File: config.mk
export PLATFORM = sky130hd
export DESIGN_NAME = aer_byte_link
export DESIGN_NICKNAME = d
export VERILOG_FILES = /design/src/rtl/aer_link_pkg.sv /design/src/rtl/aer_link_sync.sv /design/src/rtl/aer_link_tx.sv /design/src/rtl/aer_link_rx.sv /design/src/rtl/aer_byte_link.sv
export SDC_FILE = /design/constraint.sdc
export NUM_CORES = 1
export LEC_CHECK = 0
export BUFFER_PORTS_ARGS = -buffer_cell sky130_fd_sc_hd__buf_4
export CAP_MARGIN = 25
export CORE_MARGIN = 2
export CORE_UTILIZATION = 38
export CTS_CLUSTER_DIAMETER = 30
export DETAILED_ROUTE_END_ITERATION = 10
export GPL_TIMING_DRIVEN = 1
export PLACE_DENSITY = 0.57
export SLEW_MARGIN = 20
export SYNTH_ARGS = -nofsm -noshare
export SYNTH_HDL_FRONTEND = slang
export SYNTH_HIERARCHICAL = 1
export SYNTH_SLANG_ARGS = --single-unit
File: constraint.sdc
create_clock -name clk -period 4.86 [get_ports clk]
set_input_delay 0.486 -clock clk [delete_from_list [all_inputs] [get_ports clk]]
set_output_delay 0.486 -clock clk [all_outputs]
set_load 0.03 [all_outputs]
File: src/rtl/aer_link_pkg.sv
package aer_link_pkg;
  typedef enum logic [1:0] {
    TX_IDLE    = 2'd0,
    TX_SETUP   = 2'd1,
    TX_REQ     = 2'd2,
    TX_RELEASE = 2'd3
  } tx_state_e;

  typedef enum logic {
    RX_WAIT_REQ = 1'b0,
    RX_WAIT_REL = 1'b1
  } rx_state_e;
endpackage

File: src/rtl/aer_link_sync.sv
module aer_link_sync #(
  parameter int STAGES = 2
) (
  input  logic clk,
  input  logic rst_n,
  input  logic d,
  output logic q
);
  logic [STAGES-1:0] stage_q;

  generate
    if (STAGES == 1) begin : g_one
      always_ff @(posedge clk or negedge rst_n) begin
        if (!rst_n) stage_q <= '0;
        else        stage_q <= d;
      end
    end else begin : g_chain
      always_ff @(posedge clk or negedge rst_n) begin
        if (!rst_n) stage_q <= '0;
        else        stage_q <= {stage_q[STAGES-2:0], d};
      end
    end
  endgenerate

  assign q = stage_q[STAGES-1];
endmodule

File: src/rtl/aer_link_tx.sv
module aer_link_tx
  import aer_link_pkg::*;
#(
  parameter int PKT_W       = 32,
  parameter int BYTE_W      = 8,
  parameter int SYNC_STAGES = 2
) (
  input  logic              clk,
  input  logic              rst_n,
  input  logic              in_valid,
  output logic              in_ready,
  input  logic [PKT_W-1:0]  in_data,
  output logic [BYTE_W-1:0] bus_data,
  output logic              bus_req,
  input  logic              bus_ack
);
  localparam int BEATS = PKT_W / BYTE_W;
  localparam int CNT_W = (BEATS > 1) ? $clog2(BEATS) : 1;
  localparam logic [CNT_W-1:0] LAST = CNT_W'(BEATS - 1);

  tx_state_e        state_q, state_d;
  logic [PKT_W-1:0] shift_q, shift_d;
  logic [CNT_W-1:0] cnt_q, cnt_d;
  logic             req_q, req_d;
  logic             ack_s;

  aer_link_sync #(.STAGES(SYNC_STAGES)) i_ack_sync (
    .clk  (clk),
    .rst_n(rst_n),
    .d    (bus_ack),
    .q    (ack_s)
  );

  always_comb begin
    state_d = state_q;
    shift_d = shift_q;
    cnt_d   = cnt_q;
    req_d   = req_q;
    unique case (state_q)
      TX_IDLE: begin
        if (in_valid) begin
          shift_d = in_data;
          cnt_d   = '0;
          state_d = TX_SETUP;
        end
      end
      TX_SETUP: begin
        req_d   = 1'b1;
        state_d = TX_REQ;
      end
      TX_REQ: begin
        if (ack_s) begin
          req_d   = 1'b0;
          state_d = TX_RELEASE;
        end
      end
      TX_RELEASE: begin
        if (!ack_s) begin
          if (cnt_q == LAST) begin
            state_d = TX_IDLE;
          end else begin
            shift_d = shift_q << BYTE_W;
            cnt_d   = cnt_q + 1'b1;
            state_d = TX_SETUP;
          end
        end
      end
      default: state_d = TX_IDLE;
    endcase
  end

  always_ff @(posedge clk or negedge rst_n) begin
    if (!rst_n) begin
      state_q <= TX_IDLE;
      shift_q <= '0;
      cnt_q   <= '0;
      req_q   <= 1'b0;
    end else begin
      state_q <= state_d;
      shift_q <= shift_d;
      cnt_q   <= cnt_d;
      req_q   <= req_d;
    end
  end

  assign in_ready = (state_q == TX_IDLE);
  assign bus_data = shift_q[PKT_W-1 -: BYTE_W];
  assign bus_req  = req_q;

  AST_TX_SETUP_BEFORE_REQ: assert property (@(posedge clk) disable iff (!rst_n)
    $rose(bus_req) |-> $stable(bus_data));
  AST_TX_DATA_HELD: assert property (@(posedge clk) disable iff (!rst_n)
    bus_req |=> $stable(bus_data));
  AST_TX_RISE_ON_ACK_LOW: assert property (@(posedge clk) disable iff (!rst_n)
    $rose(bus_req) |-> !ack_s);
  AST_TX_FALL_AFTER_ACK: assert property (@(posedge clk) disable iff (!rst_n)
    $fell(bus_req) |-> $past(ack_s));
  AST_TX_READY_QUIET: assert property (@(posedge clk) disable iff (!rst_n)
    in_ready |-> !bus_req);
endmodule

File: src/rtl/aer_link_rx.sv
module aer_link_rx
  import aer_link_pkg::*;
#(
  parameter int PKT_W       = 32,
  parameter int BYTE_W      = 8,
  parameter int SYNC_STAGES = 2
) (
  input  logic              clk,
  input  logic              rst_n,
  input  logic [BYTE_W-1:0] bus_data,
  input  logic              bus_req,
  output logic              bus_ack,
  output logic              out_valid,
  input  logic              out_ready,
  output logic [PKT_W-1:0]  out_data
);
  localparam int BEATS = PKT_W / BYTE_W;
  localparam int CNT_W = (BEATS > 1) ? $clog2(BEATS) : 1;
  localparam logic [CNT_W-1:0] LAST = CNT_W'(BEATS - 1);

  rx_state_e        state_q, state_d;
  logic [PKT_W-1:0] asm_q, asm_d;
  logic [CNT_W-1:0] cnt_q, cnt_d;
  logic             ack_q, ack_d;
  logic             vld_q, vld_d;
  logic             req_s;

  aer_link_sync #(.STAGES(SYNC_STAGES)) i_req_sync (
    .clk  (clk),
    .rst_n(rst_n),
    .d    (bus_req),
    .q    (req_s)
  );

  always_comb begin
    state_d = state_q;
    asm_d   = asm_q;
    cnt_d   = cnt_q;
    ack_d   = ack_q;
    vld_d   = vld_q;
    if (vld_q && out_ready) vld_d = 1'b0;
    unique case (state_q)
      RX_WAIT_REQ: begin
        if (req_s && !vld_q) begin
          asm_d   = {asm_q[PKT_W-BYTE_W-1:0], bus_data};
          ack_d   = 1'b1;
          state_d = RX_WAIT_REL;
        end
      end
      RX_WAIT_REL: begin
        if (!req_s) begin
          ack_d   = 1'b0;
          state_d = RX_WAIT_REQ;
          if (cnt_q == LAST) begin
            cnt_d = '0;
            vld_d = 1'b1;
          end else begin
            cnt_d = cnt_q + 1'b1;
          end
        end
      end
      default: state_d = RX_WAIT_REQ;
    endcase
  end

  always_ff @(posedge clk or negedge rst_n) begin
    if (!rst_n) begin
      state_q <= RX_WAIT_REQ;
      asm_q   <= '0;
      cnt_q   <= '0;
      ack_q   <= 1'b0;
      vld_q   <= 1'b0;
    end else begin
      state_q <= state_d;
      asm_q   <= asm_d;
      cnt_q   <= cnt_d;
      ack_q   <= ack_d;
      vld_q   <= vld_d;
    end
  end

  assign bus_ack   = ack_q;
  assign out_valid = vld_q;
  assign out_data  = asm_q;

  AST_RX_ACK_AFTER_REQ: assert property (@(posedge clk) disable iff (!rst_n)
    $rose(bus_ack) |-> $past(req_s));
  AST_RX_ACK_DROP_AFTER_REL: assert property (@(posedge clk) disable iff (!rst_n)
    $fell(bus_ack) |-> !$past(req_s));
  AST_RX_VALID_AFTER_RETURN: assert property (@(posedge clk) disable iff (!rst_n)
    $rose(out_valid) |-> !bus_ack);
  AST_RX_HOLD_STALLED: assert property (@(posedge clk) disable iff (!rst_n)
    (out_valid && !out_ready) |=> (out_valid && $stable(out_data)));
  AST_RX_NO_ACK_WHILE_FULL: assert property (@(posedge clk) disable iff (!rst_n)
    $rose(bus_ack) |-> !$past(out_valid));
endmodule

File: src/rtl/aer_byte_link.sv
module aer_byte_link #(
  parameter int PKT_W       = 32,
  parameter int BYTE_W      = 8,
  parameter int SYNC_STAGES = 2
) (
  input  logic              clk,
  input  logic              rst_n,
  input  logic              tx_valid,
  output logic              tx_ready,
  input  logic [PKT_W-1:0]  tx_packet,
  output logic [BYTE_W-1:0] tx_bus_data,
  output logic              tx_bus_req,
  input  logic              tx_bus_ack,
  input  logic [BYTE_W-1:0] rx_bus_data,
  input  logic              rx_bus_req,
  output logic              rx_bus_ack,
  output logic              rx_valid,
  input  logic              rx_ready,
  output logic [PKT_W-1:0]  rx_packet
);
  aer_link_tx #(.PKT_W(PKT_W), .BYTE_W(BYTE_W), .SYNC_STAGES(SYNC_STAGES)) i_tx (
    .clk     (clk),
    .rst_n   (rst_n),
    .in_valid(tx_valid),
    .in_ready(tx_ready),
    .in_data (tx_packet),
    .bus_data(tx_bus_data),
    .bus_req (tx_bus_req),
    .bus_ack (tx_bus_ack)
  );

  aer_link_rx #(.PKT_W(PKT_W), .BYTE_W(BYTE_W), .SYNC_STAGES(SYNC_STAGES)) i_rx (
    .clk      (clk),
    .rst_n    (rst_n),
    .bus_data (rx_bus_data),
    .bus_req  (rx_bus_req),
    .bus_ack  (rx_bus_ack),
    .out_valid(rx_valid),
    .out_ready(rx_ready),
    .out_data (rx_packet)
  );
endmodule

==> impl_metrics.ini, run 1 <==
[pwr]
p_leak_uw = 0.00212
ir_drop_mv = 0.315
total_power_uw = 3260
power_density_nw_per_um2 = 730

[finish]
drive_above_1_share_pct = 61.0
diodes = 0
nets = 371
area_growth_pct = 24.7

[synth]
synthCells = 233
ys_ff_latch = 78
ys_top_cells_by_count = dfrtp_1 (78), mux2_2 (57), mux2_4 (28)
syn-num-nets = 286
yosys_warnings = 6
syn_area_um2 = 3580
seq_area_frac_synth_pct = 54.5
synth_ff_type = dfrtp_1
yosysMostFrequentCell = dfrtp_1
synthArstFlopShare_pct = 100
syn_area_per_cell_um2 = 15.4
synthDominantCellAreaShare_pct = 54.5
yosysUniqueCellTypes = 26
synth-edff-count = 0
yosysTopAreaCell = dfrtp_1
synth_area_leaders = dfrtp_1 (54%), mux2_2 (18%), mux2_4 (12%), buf_6 (2.5%), ha_1 (2.4%)

[sta]
finalCriticalPeriod_ns = 2.34
setup_viol = 0
maxSlewHeadroom_pct = 61.6
fmax_mhz = 427
tns_ns = 0
rsz0062_at_grt = no
slew_violations = 0
finClkSkew_ns = 0.0136
tightest_slew_ns = 0.576
post-route-period-util_pct = 48.2
finalHoldViolations = 0

[worst_setup_path]
cp_cell_sequence = ha_1, buf_4, nor2b_4, o211a_2, buf_4, mux2_1
cp_max_fo = 34
worstPathRequired_ns = 5.08
cp-startpoint = i_tx/state_q[1]
crit_slowest_cell = buf_4
cpMostUsedCell = buf_4
cp_num_buf_inv = 2
crit_type = register to register
reg2reg_from = i_tx/state_q[1]
max_stage_delay_ns = 0.48
worst_path_dominant_cell_family = buffers and inverters
worstSetupEndpointType = register
startpoint_type = register
arrival_ns = 2.56

[die]
initial_core_util_pct = 39.0
pin_count = 90
die_x_um = 101
fp.dieArea_um2 = 10200
die_h_um = 101
rows = 35
core-area_um2 = 9200

[routing]
wire_per_inst_um = 13.9
drtAntennaViolNets = 0
num_vias = 2022
via_per_inst = 4.66
drtIter0Drc = 22
drc = 0
wl_mm = 6.02
first_pass_iters = 3

[cts]
htreeDepth = 3
hold_buffers = 0
cts_tree = yes
cts_buffers = 9
cts.sinks = 78
ctsLongestPathBuffers = 2
cts.clk_slew.worst_paths_ns = 0.09
cts_setup_buffers = 0
cts-root-buf = clkbuf_8
clk_latency_ns = 0.34
cts.repair.resized = 0

[place]
io_buffers = 89
dp_hpwl_mm = 4.01
gp_congestion = 0.671

[global_routing]
grt-ovfl-total = 0
grt_max_degree = 79
antenna_found_initial = 0
grtUsageTotal_pct = 12.2
grt_pass1_vias = 1971
grt_pass1_wl_mm = 9.74

[flow_run]
max_cap_violations = 0

[min_path]
min_path_type = input port to async pin

[run_status]
status = completed
==> through the flow <==
stage	utilization, %	instance area, um2	hold slack, ns	worst slack [ns]	cells
after floorplan	-	3580	0.190	2.94	233
after global placement	46.2	4250	0.335	2.48	417
after detailed placement	46.2	4250	0.340	2.48	417
after CTS	48.3	4440	0.227	2.46	433
after global routing	48.6	4470	0.0227	2.32	434
final	48.6	4470	0.0199	2.52	434
==> where the power goes <==
group	switching, uW	internal, uW	leakage [uW]
Combinational	784	886	0.00110
Clock	249	207	0.0000903
Sequential	182	952	0.000927
==> layout make-up <==
cell class              instances  area (um2)
fillers                       836        4730
flip-flops and latches         78        1950
multi-input cells             128        1440
repair buffers                 93         718
well taps                     111         139
clock buffers                  10         138
clock inverters                 6        50.0
inverters                       8        30.0
==> sequential cells by signal (all words and copies together), names as in the netlist <==
signal,count
i_rx/state_q,1
i_rx/i_req_sync/stage_q,2
i_tx/state_q,2
i_tx/shift_q,32
i_tx/cnt_q,2
i_tx/bus_req,1
i_rx/out_data,32
i_rx/out_valid,1
i_tx/i_ack_sync/stage_q,2
i_rx/cnt_q,2
i_rx/bus_ack,1
==> final timing paths <==
| kind | to | slack [ns] | depth (start not counted) |
|---|---|---|---|
| max in group asynchronous | i_rx/out_data[5] | 4.25 | 2 |
| min in group clk | i_rx/i_req_sync/stage_q[0] | 0.25 | 1 |
| setup / recovery | i_tx/shift_q[0] | 2.52 | 6 |
| hold / removal | i_rx/out_data[4] | 0.02 | 1 |
| hold reg to reg | i_rx/i_req_sync/stage_q[1] | 0.36 | 0 |
| setup reg to reg | i_tx/shift_q[0] | 2.52 | 6 |
==> metal layers <==
metal	part of all wire (%)	GRT usage, %
met1	50	18.2
met2	40	16.3
met3	7.9	3.61
met4	1.8	5.30
met5	0	0
==> cell families after synthesis <==
kind of cell / share of synthesized area [%]
mux: 31.8
flops: 54.5
buf+inv: 5.34
simple gates: 3.63
compound gates: 2.27
fa+ha+maj: 2.44
==> layout by cell type, fill, tap and decap left out, drive strengths merged <==
cell type	n
nand2b	2
dfrtp	78
o211a	1
ha	7
nor2	2
a21boi	1
a2bb2oi	1
nor2b	10
buf	93
o22ai	2
mux2i	1
and2b	1
mux2	91
nand3	2
a211o	1
o21bai	1
clkbuf	10
nor3b	1
nand2	1
clkinvlp	2
inv	12
a22o	2
o2111ai	1
Note: power is estimated with default switching activity, not from simulation.
==> run 2: changes to the inputs <==
==> constraint.sdc (replaced) <==
create_clock -name clk -period 2.2 [get_ports clk]
set_input_delay 0.22 -clock clk [delete_from_list [all_inputs] [get_ports clk]]
set_output_delay 0.22 -clock clk [all_outputs]
set_load 0.03 [all_outputs]
==> impl_metrics.ini, run 2 (synthesized netlist as in run 1, its figures left out) <==
[worst_setup_path]
cp-startpoint = i_tx/state_q[0]
arrival_ns = 2.18
max_stage_delay_ns = 0.42
worst_path_dominant_cell_family = flip-flops
r2r_slack_ns = 0.24
cp.depth = 6
crit_slowest_cell = dfrtp_1
worstPathRequired_ns = 2.43
crit_type = register to register
worstRegToRegCells = 6
startpoint_type = register
cp_num_buf_inv = 2
crit_end = i_tx/shift_q[1]
cp_max_fo = 15
cp_cell_sequence = inv_1, ha_1, nor2b_1, o211a_2, buf_12, mux2_1
reg2reg_from = i_tx/state_q[0]
worstSetupEndpointType = register
timing.rr.end = i_tx/shift_q[1]

[die]
fp.dieArea_um2 = 10200
rows = 35
die_h_um = 101
core-area_um2 = 9200
pin_count = 90
initial_core_util_pct = 39.0
die_x_um = 101

[sta]
maxSlewHeadroom_pct = 57.8
finalCriticalPeriod_ns = 1.96
tightest_slew_ns = 0.633
rsz0062_at_grt = no
tns_ns = 0
finClkSkew_ns = 0.00800
post-route-period-util_pct = 89.1
fmax_mhz = 510
slew_violations = 0
finalHoldViolations = 0
setup_viol = 0

[global_routing]
grt_max_degree = 51
antenna_found_initial = 0
grtUsageTotal_pct = 12.7
grt-ovfl-total = 0
grt_pass1_vias = 2089
grt_pass1_wl_mm = 10.0

[pwr]
ir_drop_mv = 0.639
power_density_nw_per_um2 = 1620
p_leak_uw = 0.00213
total_power_uw = 7290

[finish]
final_common_cell = buf_4
fillCellCount = 832
drive_above_1_share_pct = 60.7
area_growth_pct = 25.9
layout_common_cells = buf_4 (93), dfrtp_1 (78), mux2_2 (57)
fin_util_pct = 49.0
nets = 376
diodes = 0

[cts]
cts_buffers = 9
htreeDepth = 3
clk_latency_ns = 0.34
ctsLongestPathBuffers = 2
cts.clk_slew.worst_paths_ns = 0.08
cts.sinks = 78
cts_setup_buffers = 0
cts-root-buf = clkbuf_8
cts_tree = yes

[routing]
num_vias = 2053
wire_per_inst_um = 14.2
drtAntennaViolNets = 0
first_pass_iters = 4
wl_mm = 6.23
drtIter0Drc = 28
drc = 0
via_per_inst = 4.68

[place]
gp_congestion = 0.834
dp_hpwl_mm = 4.26
io_buffers = 89

[flow_run]
max_cap_violations = 0

[min_path]
min_path_type = input port to register

[run_status]
status = completed
-- run 2: cell types whose count changed in the layout (fill, tap and decap cells not counted), sizes merged --
| cell | change |
|---|---|
| clkinvlp | +1 |
| buf | +2 |
| clkbuf | -1 |
| dlygate4sd3 | +3 |
| clkinv | +2 |
| inv | -2 |
-- run 2: cell type report --
cell class / count / area [um2] / share of cell area, %
clock buffers: 9 / 124 / 2.75
repair buffers: 98 / 768 / 17.0
inverters: 8 / 30.0 / 0.666
well taps: 111 / 139 / 3.08
clock inverters: 7 / 57.6 / 1.28
flip-flops and latches: 78 / 1950 / 43.3
multi-input cells: 128 / 1440 / 31.9
-- run 2: power by group --
part           leakage, uW  internal [uW]  switching (uW)
Sequential        0.000927           2100             410
Combinational      0.00112           2040            1760
Clock            0.0000824            421             555
-- run 2: repair_timing --
action                    CTS  global route
gates resized for setup     0             0
hold endpoints to repair   50             0
hold buffers                3             0
-- run 2: stage by stage --
step / instance area, um2 / cells / worst slack, ns / hold WS, ns
floorplan: 3580 / 233 / 0.277 / -0.0756
global placement: 4300 / 420 / 0.288 / 0.285
detailed placement: 4300 / 420 / 0.249 / 0.291
CTS: 4510 / 439 / 0.234 / 0.0707
global route: 4510 / 439 / 0.131 / 0.0774
finish: 4510 / 439 / 0.240 / 0.0987
-- run 2: worst min path at each step --
| stage | cells after the start | slack (ns) | from | to |
|---|---|---|---|---|
| 6_report | 2 | 0.1 | rx_bus_data[7] | i_rx/out_data[7] |
| 3_3_place_gp | 1 | 0.29 | rst_n | i_rx/out_data[4] |
| 5_1_grt | 2 | 0.08 | rx_bus_data[1] | i_rx/out_data[1] |
| 4_1_cts | 2 | 0.07 | rx_bus_data[1] | i_rx/out_data[1] |
| 3_5_place_dp | 1 | 0.29 | rst_n | i_rx/bus_ack |
| 2_1_floorplan | 0 | -0.08 | rst_n | i_rx/bus_ack |
-- run 2: routing by layer --
| metal | vias up | GRT usage, % | share of wire, % |
|---|---|---|---|
| met5 | - | 0 | 0 |
| met3 | 7 | 3.61 | 6.7 |
| met4 | 0 | 5.93 | 1.1 |
| li1 | 986 | - | - |
| met2 | 74 | 18.1 | 43 |
| met1 | 986 | 17.6 | 50 |
==> run 3: changes to the inputs <==
--- a/config.mk
+++ b/config.mk
@@ -12,6 +12,7 @@
 export CTS_CLUSTER_DIAMETER = 30
 export DETAILED_ROUTE_END_ITERATION = 10
 export GPL_TIMING_DRIVEN = 1
+export MAX_ROUTING_LAYER = met4
 export PLACE_DENSITY = 0.57
 export SLEW_MARGIN = 20
 export SYNTH_ARGS = -nofsm -noshare
==> impl_metrics.ini, run 3 (synthesized netlist as in run 1, its figures left out) <==
[place]
gp_congestion = 0.847
dp_hpwl_mm = 4.26
dpl.cell_count = 420
io_buffers = 89

[routing]
drtIter0Drc = 46
via_per_inst = 4.69
num_vias = 2061
drtAntennaViolNets = 0
first_pass_iters = 4
drc = 0
wl_mm = 6.24
wire_per_inst_um = 14.2

[run_status]
status = completed

[global_routing]
grt_pass1_wl_mm = 10.0
grt_pass1_vias = 2085
antenna_found_initial = 0
grtUsageTotal_pct = 13.0
grt-ovfl-total = 0
grt_max_degree = 51

[worst_setup_path]
crit_type = register to register
r2r_slack_ns = 0.24
worstRegToRegCells = 6
worstPathRequired_ns = 2.43
arrival_ns = 2.19
cp-startpoint = i_tx/state_q[0]
startpoint_type = register
reg2reg_from = i_tx/state_q[0]
worstSetupEndpointType = register
timing.rr.end = i_tx/shift_q[1]
cp_max_fo = 15

[sta]
maxSlewHeadroom_pct = 57.6
rsz0062_at_grt = no
finalHoldViolations = 0
fmax_mhz = 510
setup_viol = 0
finalCriticalPeriod_ns = 1.96
finClkSkew_ns = 0.00816
post-route-period-util_pct = 89.2
slew_violations = 0
tns_ns = 0
tightest_slew_ns = 0.636

[die]
die_x_um = 101
pin_count = 90
rows = 35
fp.dieArea_um2 = 10200
core-area_um2 = 9200
die_h_um = 101
initial_core_util_pct = 39.0

[finish]
nets = 376
final_common_cell = buf_4
area_growth_pct = 25.9
drive_above_1_share_pct = 60.7
instances_no_fill = 439
diodes = 0
fin_util_pct = 49.0
layout_common_cells = buf_4 (93), dfrtp_1 (78), mux2_2 (57)

[cts]
cts_buffers = 9
clk_latency_ns = 0.34
cts_setup_buffers = 0
cts-root-buf = clkbuf_8
htreeDepth = 3
cts.clk_slew.worst_paths_ns = 0.09
ctsLongestPathBuffers = 2
cts_tree = yes
cts.sinks = 78

[min_path]
min_from = rx_bus_data[1]
min_path_cells = 2
holdPathEnd = i_rx/out_data[1]
min_path_type = input port to register

[pwr]
p_leak_uw = 0.00213
ir_drop_mv = 0.639
power_density_nw_per_um2 = 1620

[flow_run]
max_cap_violations = 0
[run 3: cell counts in the layout (fill, tap and decap cells not counted)]
No cell type changed its count.
[run 3: worst max-delay path by stage]
stage                                  end  slack (ns)  cells after the start
final                      i_tx/shift_q[1]        0.24                      6
after detailed placement   i_tx/shift_q[1]        0.25                      6
after floorplan           i_tx/shift_q[10]        0.28                      7
after global routing       i_tx/shift_q[0]        0.13                      6
after CTS                  i_tx/shift_q[1]        0.23                      6
after global placement     i_tx/shift_q[0]        0.29                      6
[run 3: timing repair]
| item | 4_1_cts | 5_1_grt |
|---|---|---|
| resized for setup | 0 | 0 |
| hold endpoints to repair | 50 | 0 |
| hold buffers | 3 | 0 |
[run 3: layout make-up]
cell class,count,area [um2]
Multi-Input combinational cell,128,1440
Sequential cell,78,1950
Inverter,8,30.0
Clock buffer,9,124
Fill cell,832,4690
Timing Repair Buffer,98,768
Clock inverter,7,57.6
Tap cell,111,139
[run 3: critical path, cell delays in order, from the launching register on]
cell	delay, ns
dfrtp_1	0.42
inv_1	0.13
ha_1	0.26
nor2b_1	0.15
o211a_2	0.35
buf_12	0.21
mux2_1	0.33
[run 3: report_power, final]
group	internal (uW)	switching [uW]	total, uW
sequential	2100	410	2510
combinational	2040	1760	3800
clock	421	560	981
total	4570	2720	7290
[run 3: per-stage QoR]
stage	hold WS, ns	worst slack, ns	power, uW	cell area (um2)
after floorplan	-0.0756	0.277	5460	3580
after global placement	0.285	0.288	6320	4300
after detailed placement	0.291	0.249	6380	4300
after CTS	0.0707	0.234	7400	4510
after global routing	0.0774	0.131	7770	4510
final	0.100	0.238	7290	4510
[run 3: metal layers]
metal / up-vias / track usage, % / share of wire, %
li1: 989 / - / -
met1: 990 / 17.9 / 50
met2: 74 / 18.1 / 43
met3: 8 / 3.33 / 6.8
met4: 0 / 5.93 / 0.59
met5: - / - / 0
